## src/rtl/ubt_pkg.sv

```systemverilog
package ubt_pkg;

    localparam int PDIV_CODE_W = 3;
    localparam int PDIV_CNT_W  = 3;

    typedef enum logic {
        CFG_IDLE,
        CFG_PAIR_OPEN
    } cfg_state_e;

    // Integer predivide ratio selected by the 3-bit code
    function automatic logic [PDIV_CNT_W-1:0] pdiv_ratio(input logic [PDIV_CODE_W-1:0] code);
        logic [PDIV_CNT_W-1:0] r;
        unique case (code)
            3'd0:    r = 3'd6;
            3'd1:    r = 3'd5;
            3'd2:    r = 3'd4;
            3'd3:    r = 3'd3;
            3'd4:    r = 3'd2;
            3'd5:    r = 3'd1;
            3'd6:    r = 3'd7;
            default: r = 3'd1;
        endcase
        return r;
    endfunction

endpackage

```

## src/rtl/ubt_cfg.sv

```systemverilog
module ubt_cfg
    import ubt_pkg::*;
#(
    parameter int                    CNT_W    = 16,
    parameter logic [CNT_W-1:0]      RST_INC  = 15,
    parameter logic [CNT_W-1:0]      RST_MOD  = 207,
    parameter logic [PDIV_CODE_W-1:0] RST_PDIV = 3'd5
) (
    input  logic                   clk,
    input  logic                   rst_n,
    input  logic                   wr_pdiv,
    input  logic                   wr_inc,
    input  logic                   wr_mod,
    input  logic [CNT_W-1:0]       wdata,
    output logic [PDIV_CODE_W-1:0] pdiv_code,
    output logic [CNT_W-1:0]       inc_act,
    output logic [CNT_W-1:0]       mod_act,
    output logic                   restart,
    output logic                   pair_open
);

    cfg_state_e       state_q, state_d;
    logic [CNT_W-1:0] inc_stage_q;
    logic             stage_load;
    logic             commit;

    // State register
    always_ff @(posedge clk) begin
        if (!rst_n) state_q <= CFG_IDLE;
        else        state_q <= state_d;
    end

    // Transitions
    always_comb begin
        state_d = state_q;
        unique case (state_q)
            CFG_IDLE: begin
                if (wr_pdiv)     state_d = CFG_IDLE;
                else if (wr_inc) state_d = CFG_PAIR_OPEN;
            end
            CFG_PAIR_OPEN: begin
                if (wr_pdiv)     state_d = CFG_IDLE;
                else if (wr_inc) state_d = CFG_PAIR_OPEN;
                else if (wr_mod) state_d = CFG_IDLE;
            end
        endcase
    end

    // Outputs of the sequencer
    always_comb begin
        stage_load = 1'b0;
        commit     = 1'b0;
        unique case (state_q)
            CFG_IDLE: begin
                stage_load = !wr_pdiv && wr_inc;
            end
            CFG_PAIR_OPEN: begin
                stage_load = !wr_pdiv && wr_inc;
                commit     = !wr_pdiv && !wr_inc && wr_mod;
            end
        endcase
    end

    assign restart   = commit || wr_pdiv;
    assign pair_open = (state_q == CFG_PAIR_OPEN);

    always_ff @(posedge clk) begin
        if (!rst_n) begin
            inc_stage_q <= RST_INC;
            inc_act     <= RST_INC;
            mod_act     <= RST_MOD;
            pdiv_code   <= RST_PDIV;
        end else begin
            if (stage_load) inc_stage_q <= wdata;
            if (commit) begin
                inc_act <= inc_stage_q;
                mod_act <= wdata;
            end
            if (wr_pdiv) pdiv_code <= wdata[PDIV_CODE_W-1:0];
        end
    end

endmodule

```

## src/rtl/ubt_prediv.sv

```systemverilog
module ubt_prediv
    import ubt_pkg::*;
(
    input  logic                   clk,
    input  logic                   rst_n,
    input  logic                   restart,
    input  logic [PDIV_CODE_W-1:0] pdiv_code,
    output logic                   pre_en
);

    logic [PDIV_CNT_W-1:0] cnt_q;
    logic [PDIV_CNT_W-1:0] ratio;

    assign ratio  = pdiv_ratio(pdiv_code);
    assign pre_en = (cnt_q == ratio - 3'd1);

    always_ff @(posedge clk) begin
        if (!rst_n || restart) cnt_q <= '0;
        else if (pre_en)       cnt_q <= '0;
        else                   cnt_q <= cnt_q + 3'd1;
    end

endmodule

```

## src/rtl/ubt_frac.sv

```systemverilog
module ubt_frac #(
    parameter int CNT_W = 16
) (
    input  logic             clk,
    input  logic             rst_n,
    input  logic             restart,
    input  logic             pre_en,
    input  logic [CNT_W-1:0] inc_act,
    input  logic [CNT_W-1:0] mod_act,
    output logic             tick,
    output logic [CNT_W:0]   acc
);

    localparam int SUM_W = CNT_W + 2;

    logic [SUM_W-1:0] inc1, mod1, sum, rem;
    logic [CNT_W:0]   acc_d;
    logic             tick_d;

    assign inc1 = SUM_W'(inc_act) + SUM_W'(1);
    assign mod1 = SUM_W'(mod_act) + SUM_W'(1);
    assign sum  = SUM_W'(acc) + inc1;

    always_comb begin
        rem    = sum - mod1;
        acc_d  = acc;
        tick_d = 1'b0;
        if (pre_en) begin
            if (sum >= mod1) begin
                tick_d = 1'b1;
                // Cap the remainder so the rate saturates at one tick per step
                if (rem >= mod1) rem = SUM_W'(mod_act);
                acc_d = rem[CNT_W:0];
            end else begin
                acc_d = sum[CNT_W:0];
            end
        end
    end

    always_ff @(posedge clk) begin
        if (!rst_n || restart) begin
            acc  <= '0;
            tick <= 1'b0;
        end else begin
            acc  <= acc_d;
            tick <= tick_d;
        end
    end

endmodule

```

## src/rtl/ubt_bitcnt.sv

```systemverilog
module ubt_bitcnt #(
    parameter int OVERSAMPLE = 16
) (
    input  logic clk,
    input  logic rst_n,
    input  logic restart,
    input  logic tick,
    output logic bit_stb
);

    localparam int OS_W = $clog2(OVERSAMPLE);
    localparam logic [OS_W-1:0] LAST = OS_W'(OVERSAMPLE - 1);

    logic [OS_W-1:0] cnt_q;

    assign bit_stb = tick && (cnt_q == LAST);

    always_ff @(posedge clk) begin
        if (!rst_n || restart) cnt_q <= '0;
        else if (bit_stb)      cnt_q <= '0;
        else if (tick)         cnt_q <= cnt_q + 1'b1;
    end

endmodule

```

## src/rtl/uart_baud_tick.sv

```systemverilog
module uart_baud_tick
    import ubt_pkg::*;
#(
    parameter int CNT_W      = 16,
    parameter int OVERSAMPLE = 16
) (
    input  logic             clk,
    input  logic             rst_n,
    input  logic             wr_pdiv,
    input  logic             wr_inc,
    input  logic             wr_mod,
    input  logic [CNT_W-1:0] wdata,
    output logic             tick_16x,
    output logic             bit_stb
);

    logic [PDIV_CODE_W-1:0] pdiv_code;
    logic [CNT_W-1:0]       inc_act, mod_act;
    logic                   restart, pair_open, pre_en;
    logic [CNT_W:0]         acc_w;

    ubt_cfg #(.CNT_W(CNT_W)) u_cfg (
        .clk       (clk),
        .rst_n     (rst_n),
        .wr_pdiv   (wr_pdiv),
        .wr_inc    (wr_inc),
        .wr_mod    (wr_mod),
        .wdata     (wdata),
        .pdiv_code (pdiv_code),
        .inc_act   (inc_act),
        .mod_act   (mod_act),
        .restart   (restart),
        .pair_open (pair_open)
    );

    ubt_prediv u_prediv (
        .clk       (clk),
        .rst_n     (rst_n),
        .restart   (restart),
        .pdiv_code (pdiv_code),
        .pre_en    (pre_en)
    );

    ubt_frac #(.CNT_W(CNT_W)) u_frac (
        .clk     (clk),
        .rst_n   (rst_n),
        .restart (restart),
        .pre_en  (pre_en),
        .inc_act (inc_act),
        .mod_act (mod_act),
        .tick    (tick_16x),
        .acc     (acc_w)
    );

    ubt_bitcnt #(.OVERSAMPLE(OVERSAMPLE)) u_bitcnt (
        .clk     (clk),
        .rst_n   (rst_n),
        .restart (restart),
        .tick    (tick_16x),
        .bit_stb (bit_stb)
    );

endmodule

```

## config.mk

```make
export PLATFORM = sky130hd
export DESIGN_NAME = uart_baud_tick
export DESIGN_NICKNAME = d
export VERILOG_FILES = /design/src/rtl/ubt_pkg.sv /design/src/rtl/ubt_cfg.sv /design/src/rtl/ubt_prediv.sv /design/src/rtl/ubt_frac.sv /design/src/rtl/ubt_bitcnt.sv /design/src/rtl/uart_baud_tick.sv
export SDC_FILE = /design/constraint.sdc
export NUM_CORES = 1
export LEC_CHECK = 0
export ABC_CLOCK_PERIOD_IN_PS = 8200
export BUFFER_PORTS_ARGS = -buffer_cell sky130_fd_sc_hd__buf_2
export CAP_MARGIN = 20
export CORE_ASPECT_RATIO = 1.2
export CORE_MARGIN = 2
export CORE_UTILIZATION = 30
export DETAILED_ROUTE_END_ITERATION = 12
export PLACE_DENSITY = 0.54
export SETUP_SLACK_MARGIN = 0.05
export SLEW_MARGIN = 20
export SYNTH_ARGS = -nofsm -noshare
export SYNTH_HDL_FRONTEND = slang
export SYNTH_HIERARCHICAL = 1
export SYNTH_SLANG_ARGS = --single-unit
```

## constraint.sdc

```tcl
create_clock -name clk -period 8.2 [get_ports clk]
set_input_delay 0.41 -clock clk [delete_from_list [all_inputs] [get_ports clk]]
set_output_delay 0.41 -clock clk [all_outputs]
set_load 0.05 [all_outputs]
```

==> impl_metrics.json, run 1 <==
{
  "synth_edf_count": 0,
  "cts-root-buf": "clkbuf_16",
  "holdWs_ns": 0.291,
  "die_y_um": 158,
  "final_common_cell": "nand2_1",
  "slew_headroom_pct": 50.8,
  "yosys.area_share.simple_pct": 26.1,
  "power_frac_comb_pct": 17.0,
  "hp-start": "wdata[15]",
  "die_area_um2": 21000,
  "antenna_found_initial": 0,
  "maxClockFrequency_ghz": 0.150,
  "status": "finished, final reports clean",
  "critical_path_buf_inv_count": 1,
  "cts_buffer_depth": 2,
  "timing.final.ws_setup_ns": 1.53,
  "p_sw_uw": 280,
  "cts_tree": "yes",
  "ys_types": 83,
  "path_delay_family": "compound AO/OA/AOI/OAI gates",
  "dr.pass1.iters": 5,
  "initial_utilization_pct": 30.6,
  "muxShareOfSynthArea_pct": 3.53,
  "rsz0062_at_grt": "false",
  "synth_fa_ha_area_share_pct": 12.4,
  "maxCapViolCount": 0,
  "vias": 5058,
  "rows": 56,
  "final_layout_size_suffix_gt1_share_pct": 9.36,
  "power_density_nw_per_um2": 150,
  "r2r_start": "u_cfg/inc_act[0]",
  "hp-class": "in2reg",
  "finalSetupViolations": 0,
  "clkPwrFrac_pct": 42.9,
  "critPathMaxFanout": 16,
  "crit_path_end_kind": "flop",
  "worst_pin_slew_ns": 0.738,
  "syn_to_final_growth_pct": 9.24,
  "fillCellCount": 2161,
  "synth_xor_area_share_pct": 9.24,
  "ir_drop_uv": 109,
  "critPathSlowestCell": "a311oi_1",
  "period_share_pct": 81.3,
  "hpwl_um": 11900,
  "drtIter0Drc": 203,
  "final_cell_mix": "nand2_1, nand3_1, dfxtp_1",
  "ys.flop_type": "dfxtp_1",
  "antenna_cells": 0,
  "grt_pass1_vias": 4955,
  "layout.nets": 811,
  "gp_congestion": 0.856,
  "power_uw": 975,
  "htree_num_levels": 3,
  "pwr-share-seq_pct": 40.1,
  "numPortBuffers": 22,
  "hold_viol": 0,
  "internal_power_uw": 696,
  "skew_ns": 0.0105,
  "critical_path.max_stage_delay_ns": 0.59,
  "tns_ns": 0,
  "multi_input_area_um2": 4090,
  "synthCells": 723,
  "start_kind": "flop",
  "maxSlewViolCount": 0,
  "insertion_delay_ns": 0.34,
  "postCtsSetupRepairBufs": 0,
  "synth_top_family_by_area": "simple AND/OR/NAND/NOR gates",
  "overflow": 0,
  "cts_sinks": 77,
  "p_leak_nw": 2.83,
  "cp.required_ns": 8.46,
  "regArea_um2": 1540,
  "worst_ep_arrival_time_ns": 6.93,
  "io_pins": 23,
  "grt_max_degree": 80,
  "cts_resized": 0,
  "place_ws_ns": 1.58,
  "synth-async-reset-ratio_pct": 0,
  "hold_buffers": 0,
  "synth-compound-area-share_pct": 17.4,
  "wirelength_um": 15300,
  "grt_pass1_wl_um": 24800,
  "clk_pin_slew_ns": 0.07,
  "crit_path_start": "u_cfg/inc_act[0]",
  "ant_nets": 0,
  "syn_area_per_cell_um2": 8.24,
  "cpMostUsedCell": "ha_1",
  "routed_via_density": 5.07,
  "drc": 0,
  "cts_made_buffers": 9,
  "grtUsageTotal_pct": 14.8,
  "min_period_ns": 6.67,
  "wl_per_cell_um": 15.3,
  "syn_area_um2": 5960,
  "synth_seq_cells": 77,
  "ys_warn_count": 6,
  "crit_type": "reg2reg",
  "ys_seq_area_share_pct": 25.9,
  "synth.net_count": 802,
  "die_w_um": 133,
  "coreArea_um2": 19500,
  "p_sw_share_pct": 28.7
}
tightest hold or removal path, stage by stage:
cell	delay, ns
buf_2	0.09
nand3_1	0.05
nand2_1	0.06
area by class of cell:
cell class / instances / area share (%)
clock inverters: 6 / 1.08
inverters: 25 / 1.44
well taps: 261 / 5.02
multi-input cells: 592 / 62.8
flip-flops and latches: 77 / 23.7
clock buffers: 10 / 3.67
repair buffers: 27 / 2.27
metal layers:
layer	share of wire (%)	track usage, %	vias to the layer above	wire length, µm
li1	-	-	2612	-
met1	46	17.9	2340	6980
met4	1.9	5.38	0	284
met3	3.1	1.94	19	479
met5	0	0	-	0
met2	49	26.8	87	7540
flip-flops by register name (all words and copies together), names as in the netlist:
signal and cells:
u_cfg/mod_act 16, u_prediv/cnt_q 3, u_cfg/pair_open 1, u_frac/tick 1, u_cfg/pdiv_code 3, u_frac/acc 17, u_bitcnt/cnt_q 4, u_cfg/inc_stage_q 16
u_cfg/inc_act 16
through the flow:
step,area [µm²],instances,util [%]
2_1_floorplan,5960,723,-
4_1_cts,6510,998,33.4
5_1_grt,6510,998,33.4
3_3_place_gp,6200,982,31.8
6_report,6510,998,33.4
3_5_place_dp,6200,982,31.8
Yosys cell counts (3+ instances only):
cell type	number	share of area, %
nor2b_1	18	1.9
nor3_1	9	0.76
a22oi_1	16	2.0
o21ai_0	18	1.5
a21oi_1	28	2.4
inv_1	24	1.5
mux2i_1	21	3.5
nor2_1	29	1.8
nand4_1	7	0.74
or3b_1	3	0.44
o21ai_1	15	1.3
nand2b_1	9	0.95
nand2_1	108	6.8
clkbuf_1	5	0.32
buf_2	10	0.84
buf_12	4	1.3
a21o_1	5	0.63
xnor2_1	42	6.2
o21a_1	4	0.50
a211oi_1	4	0.50
dfxtp_1	77	26
o21bai_1	4	0.50
a21boi_1	9	1.1
and2_1	4	0.42
buf_6	5	0.95
nor4_1	3	0.32
nand3_1	79	6.6
ha_1	56	12
and3_1	6	0.63
or3_1	5	0.53
a21boi_0	8	1.0
xor2_1	19	2.8
a31oi_1	7	0.74
cell families (layout without fill, tap and decap cells):
logic type,after synthesis,count (layout)
AND/OR/NAND/NOR,303,303
AO/OA/AOI/OAI,148,148
flip-flops,77,77
XOR/XNOR,62,62
adder cells (fa/ha/maj),58,58
buffers and inverters,54,68
multiplexers,21,21
power groups by stage:
stage	Sequential, mW	Combinational, mW	Clock (mW)
finish	0.391	0.165	0.419
global route	0.393	0.183	0.444
CTS	0.391	0.165	0.430
detailed placement	0.400	0.164	0
global placement	0.400	0.164	0
floorplan	0.398	0.123	0
worst paths after layout:
check / to / slack [ns] / depth (start not counted)
worst max-delay path: u_frac/acc[16] / 1.53 / 29
worst min-delay path: u_cfg/mod_act[15] / 0.29 / 3
worst min register to register: u_cfg/inc_act[9] / 0.45 / 2
worst max register to register: u_frac/acc[16] / 1.53 / 29
(Power assumes the default switching activity.)
==> run 2: changes to the inputs <==
ABC_AREA = 1   (was unset)
ABC_CLOCK_PERIOD_IN_PS = 6600   (was 8200)
clock period = 6.6 ns   (was 8.2 ns; I/O delays follow)
==> impl_metrics.json, run 2 <==
{
  "grtUsageTotal_pct": 15.1,
  "maxClockFrequency_ghz": 0.166,
  "die_y_um": 165,
  "ys_warn_count": 6,
  "syn_area_per_cell_um2": 6.43,
  "holdWs_ns": 0.235,
  "holdPathEnd": "u_cfg/inc_stage_q[0]",
  "crit_path_end_kind": "flop",
  "numPortBuffers": 22,
  "reg2reg_depth": 34,
  "io_pins": 23,
  "period_share_pct": 91.0,
  "worst_ep_arrival_time_ns": 6.22,
  "min_period_ns": 6.01,
  "grtUsageMet1_pct": 19.0,
  "initial_utilization_pct": 30.8,
  "ys_seq_area_share_pct": 23.7,
  "postCtsSetupRepairBufs": 0,
  "slew_headroom_pct": 41.8,
  "worst_hold_path.num_cells": 3,
  "synth_edf_count": 0,
  "cts_buffer_depth": 2,
  "finalSetupViolations": 0,
  "syn_to_final_growth_pct": 9.48,
  "cts_sinks": 77,
  "drtIter0Drc": 316,
  "synth_common_cells": "nand2_1, inv_1, nand3_1, nor2_1, a21oi_1",
  "yosysTopAreaCell": "dfxtp_1",
  "synth.net_count": 1090,
  "skew_ns": 0.00944,
  "largest_register": "u_frac/acc",
  "final_layout_size_suffix_gt1_share_pct": 8.11,
  "p_leak_nw": 3.55,
  "dpl_cell_area_um2": 6780,
  "insertion_delay_ns": 0.34,
  "yosysTopAreaCellShare_pct": 23.7,
  "grt_util_met3_pct": 1.44,
  "power_density_nw_per_um2": 230,
  "reg2reg_setup_slack_ns": 0.59,
  "worst_pin_slew_ns": 0.872,
  "die_w_um": 138,
  "cts_tree": "yes",
  "critPathMaxFanout": 18,
  "cts-root-buf": "clkbuf_16",
  "maxCapViolCount": 0,
  "largest_reg_flops": 17,
  "r2r_start": "u_cfg/inc_act[0]",
  "die_area_um2": 22900,
  "status": "finished, final reports clean",
  "overflow": 0,
  "fillCellCount": 2286,
  "timing.final.ws_setup_ns": 0.591,
  "hp-start": "wdata[0]",
  "grt_pass1_wl_um": 28200,
  "cp.required_ns": 6.82,
  "crit_type": "reg2reg",
  "routed_via_density": 4.80,
  "dr.pass1.iters": 7,
  "synth_seq_cells": 77,
  "layout.nets": 1097,
  "vias": 6205,
  "hold_viol": 0,
  "coreArea_um2": 21100,
  "maxSlewViolCount": 0,
  "htree_num_levels": 3,
  "antenna_cells": 0,
  "grt_max_degree": 56,
  "synth-async-reset-ratio_pct": 0,
  "final_area_um2": 7110,
  "synth_most_common_cell": "nand2_1",
  "hpwl_um": 13600,
  "wl_per_cell_um": 13.1,
  "gp_congestion": 0.883,
  "final_cell_mix": "nand2_1, inv_1, nand3_1",
  "rows": 58,
  "cts_made_buffers": 9,
  "place_ws_ns": 0.533,
  "critical_path.max_stage_delay_ns": 0.37,
  "grt_pass1_vias": 5875,
  "final_common_cell": "nand2_1",
  "rsz0062_at_grt": "false",
  "power_mw": 1.64,
  "tns_ns": 0,
  "top_usage_layer": "met2",
  "antenna_found_initial": 0,
  "wirelength_um": 17000,
  "drc": 0,
  "syn_area_um2": 6500,
  "ir_drop_uv": 156,
  "ys.flop_type": "dfxtp_1",
  "cpMostUsedCell": "nand2_1",
  "met2_usage_pct": 26.6,
  "critPathSlowestCell": "dfxtp_1",
  "synthCells": 1011,
  "ant_nets": 0,
  "synth_area_leaders": "dfxtp_1, nand2_1, ha_1, nand3_1, inv_1",
  "start_kind": "flop",
  "hp-class": "in2reg",
  "ys_types": 47,
  "r2r-end": "u_frac/acc[13]",
  "clk_pin_slew_ns": 0.07
}
==> run 2: layout make-up <==
type	count	area, µm²	share of cell area [%]
Multi-Input combinational cell	763	4230	59.5
Inverter	141	532	7.48
Timing Repair Buffer	26	140	1.97
Clock inverter	7	106	1.50
Sequential cell	77	1540	21.7
Tap cell	270	338	4.75
Clock buffer	9	225	3.17
==> run 2: worst max-delay path by stage <==
stage | start | endpoint | cells after the start
4_1_cts | u_cfg/inc_act[0] | u_frac/acc[13] | 34
6_report | u_cfg/inc_act[0] | u_frac/acc[13] | 34
3_5_place_dp | u_cfg/inc_act[0] | u_frac/acc[16] | 34
3_3_place_gp | u_cfg/inc_act[0] | u_frac/acc[16] | 34
2_1_floorplan | u_cfg/inc_act[0] | u_frac/acc[10] | 34
5_1_grt | u_cfg/inc_act[0] | u_frac/acc[16] | 36
==> run 2: worst max-delay path: cells and delay by family (launching register included) <==
kind,cells,cell delay (ns)
fa+ha+maj,4,1.17
compound gates,11,1.86
flops,1,0.37
buf+inv,3,0.23
xor+xnor,1,0.24
simple gates,15,2.00
==> run 2: timing repair <==
item,CTS,global route
endpoints found under the setup margin,0,17
hold buffers,0,0
endpoints found under the hold margin,0,0
gates resized for setup,0,2
==> run 2: power by group <==
group	internal, mW	switching, mW	leakage, nW
Clock	0.338	0.215	0.156
Combinational	0.203	0.383	2.77
Sequential	0.484	0.0157	0.626
==> run 2: per-layer routing <==
metal	routed length, µm	up-vias
li1	-	3311
met1	7940	2737
met2	7940	122
met3	581	35
met4	522	0
met5	0	-
==> run 2: per-stage QoR <==
step	utilization (%)	cells
after floorplan	-	1011
after global placement	32.1	1277
after detailed placement	32.1	1277
after CTS	33.7	1293
after global routing	33.7	1293
final	33.7	1293
==> run 2: logic make-up after synthesis <==
kind of cell	share of synthesized area [%]
adders and majority gates	11.4
DFF	23.7
AOI/OAI and AO/OA	11.3
xor gates and xnor gates	6.07
and+or+nand+nor	36.3
buffers and inverters	11.2
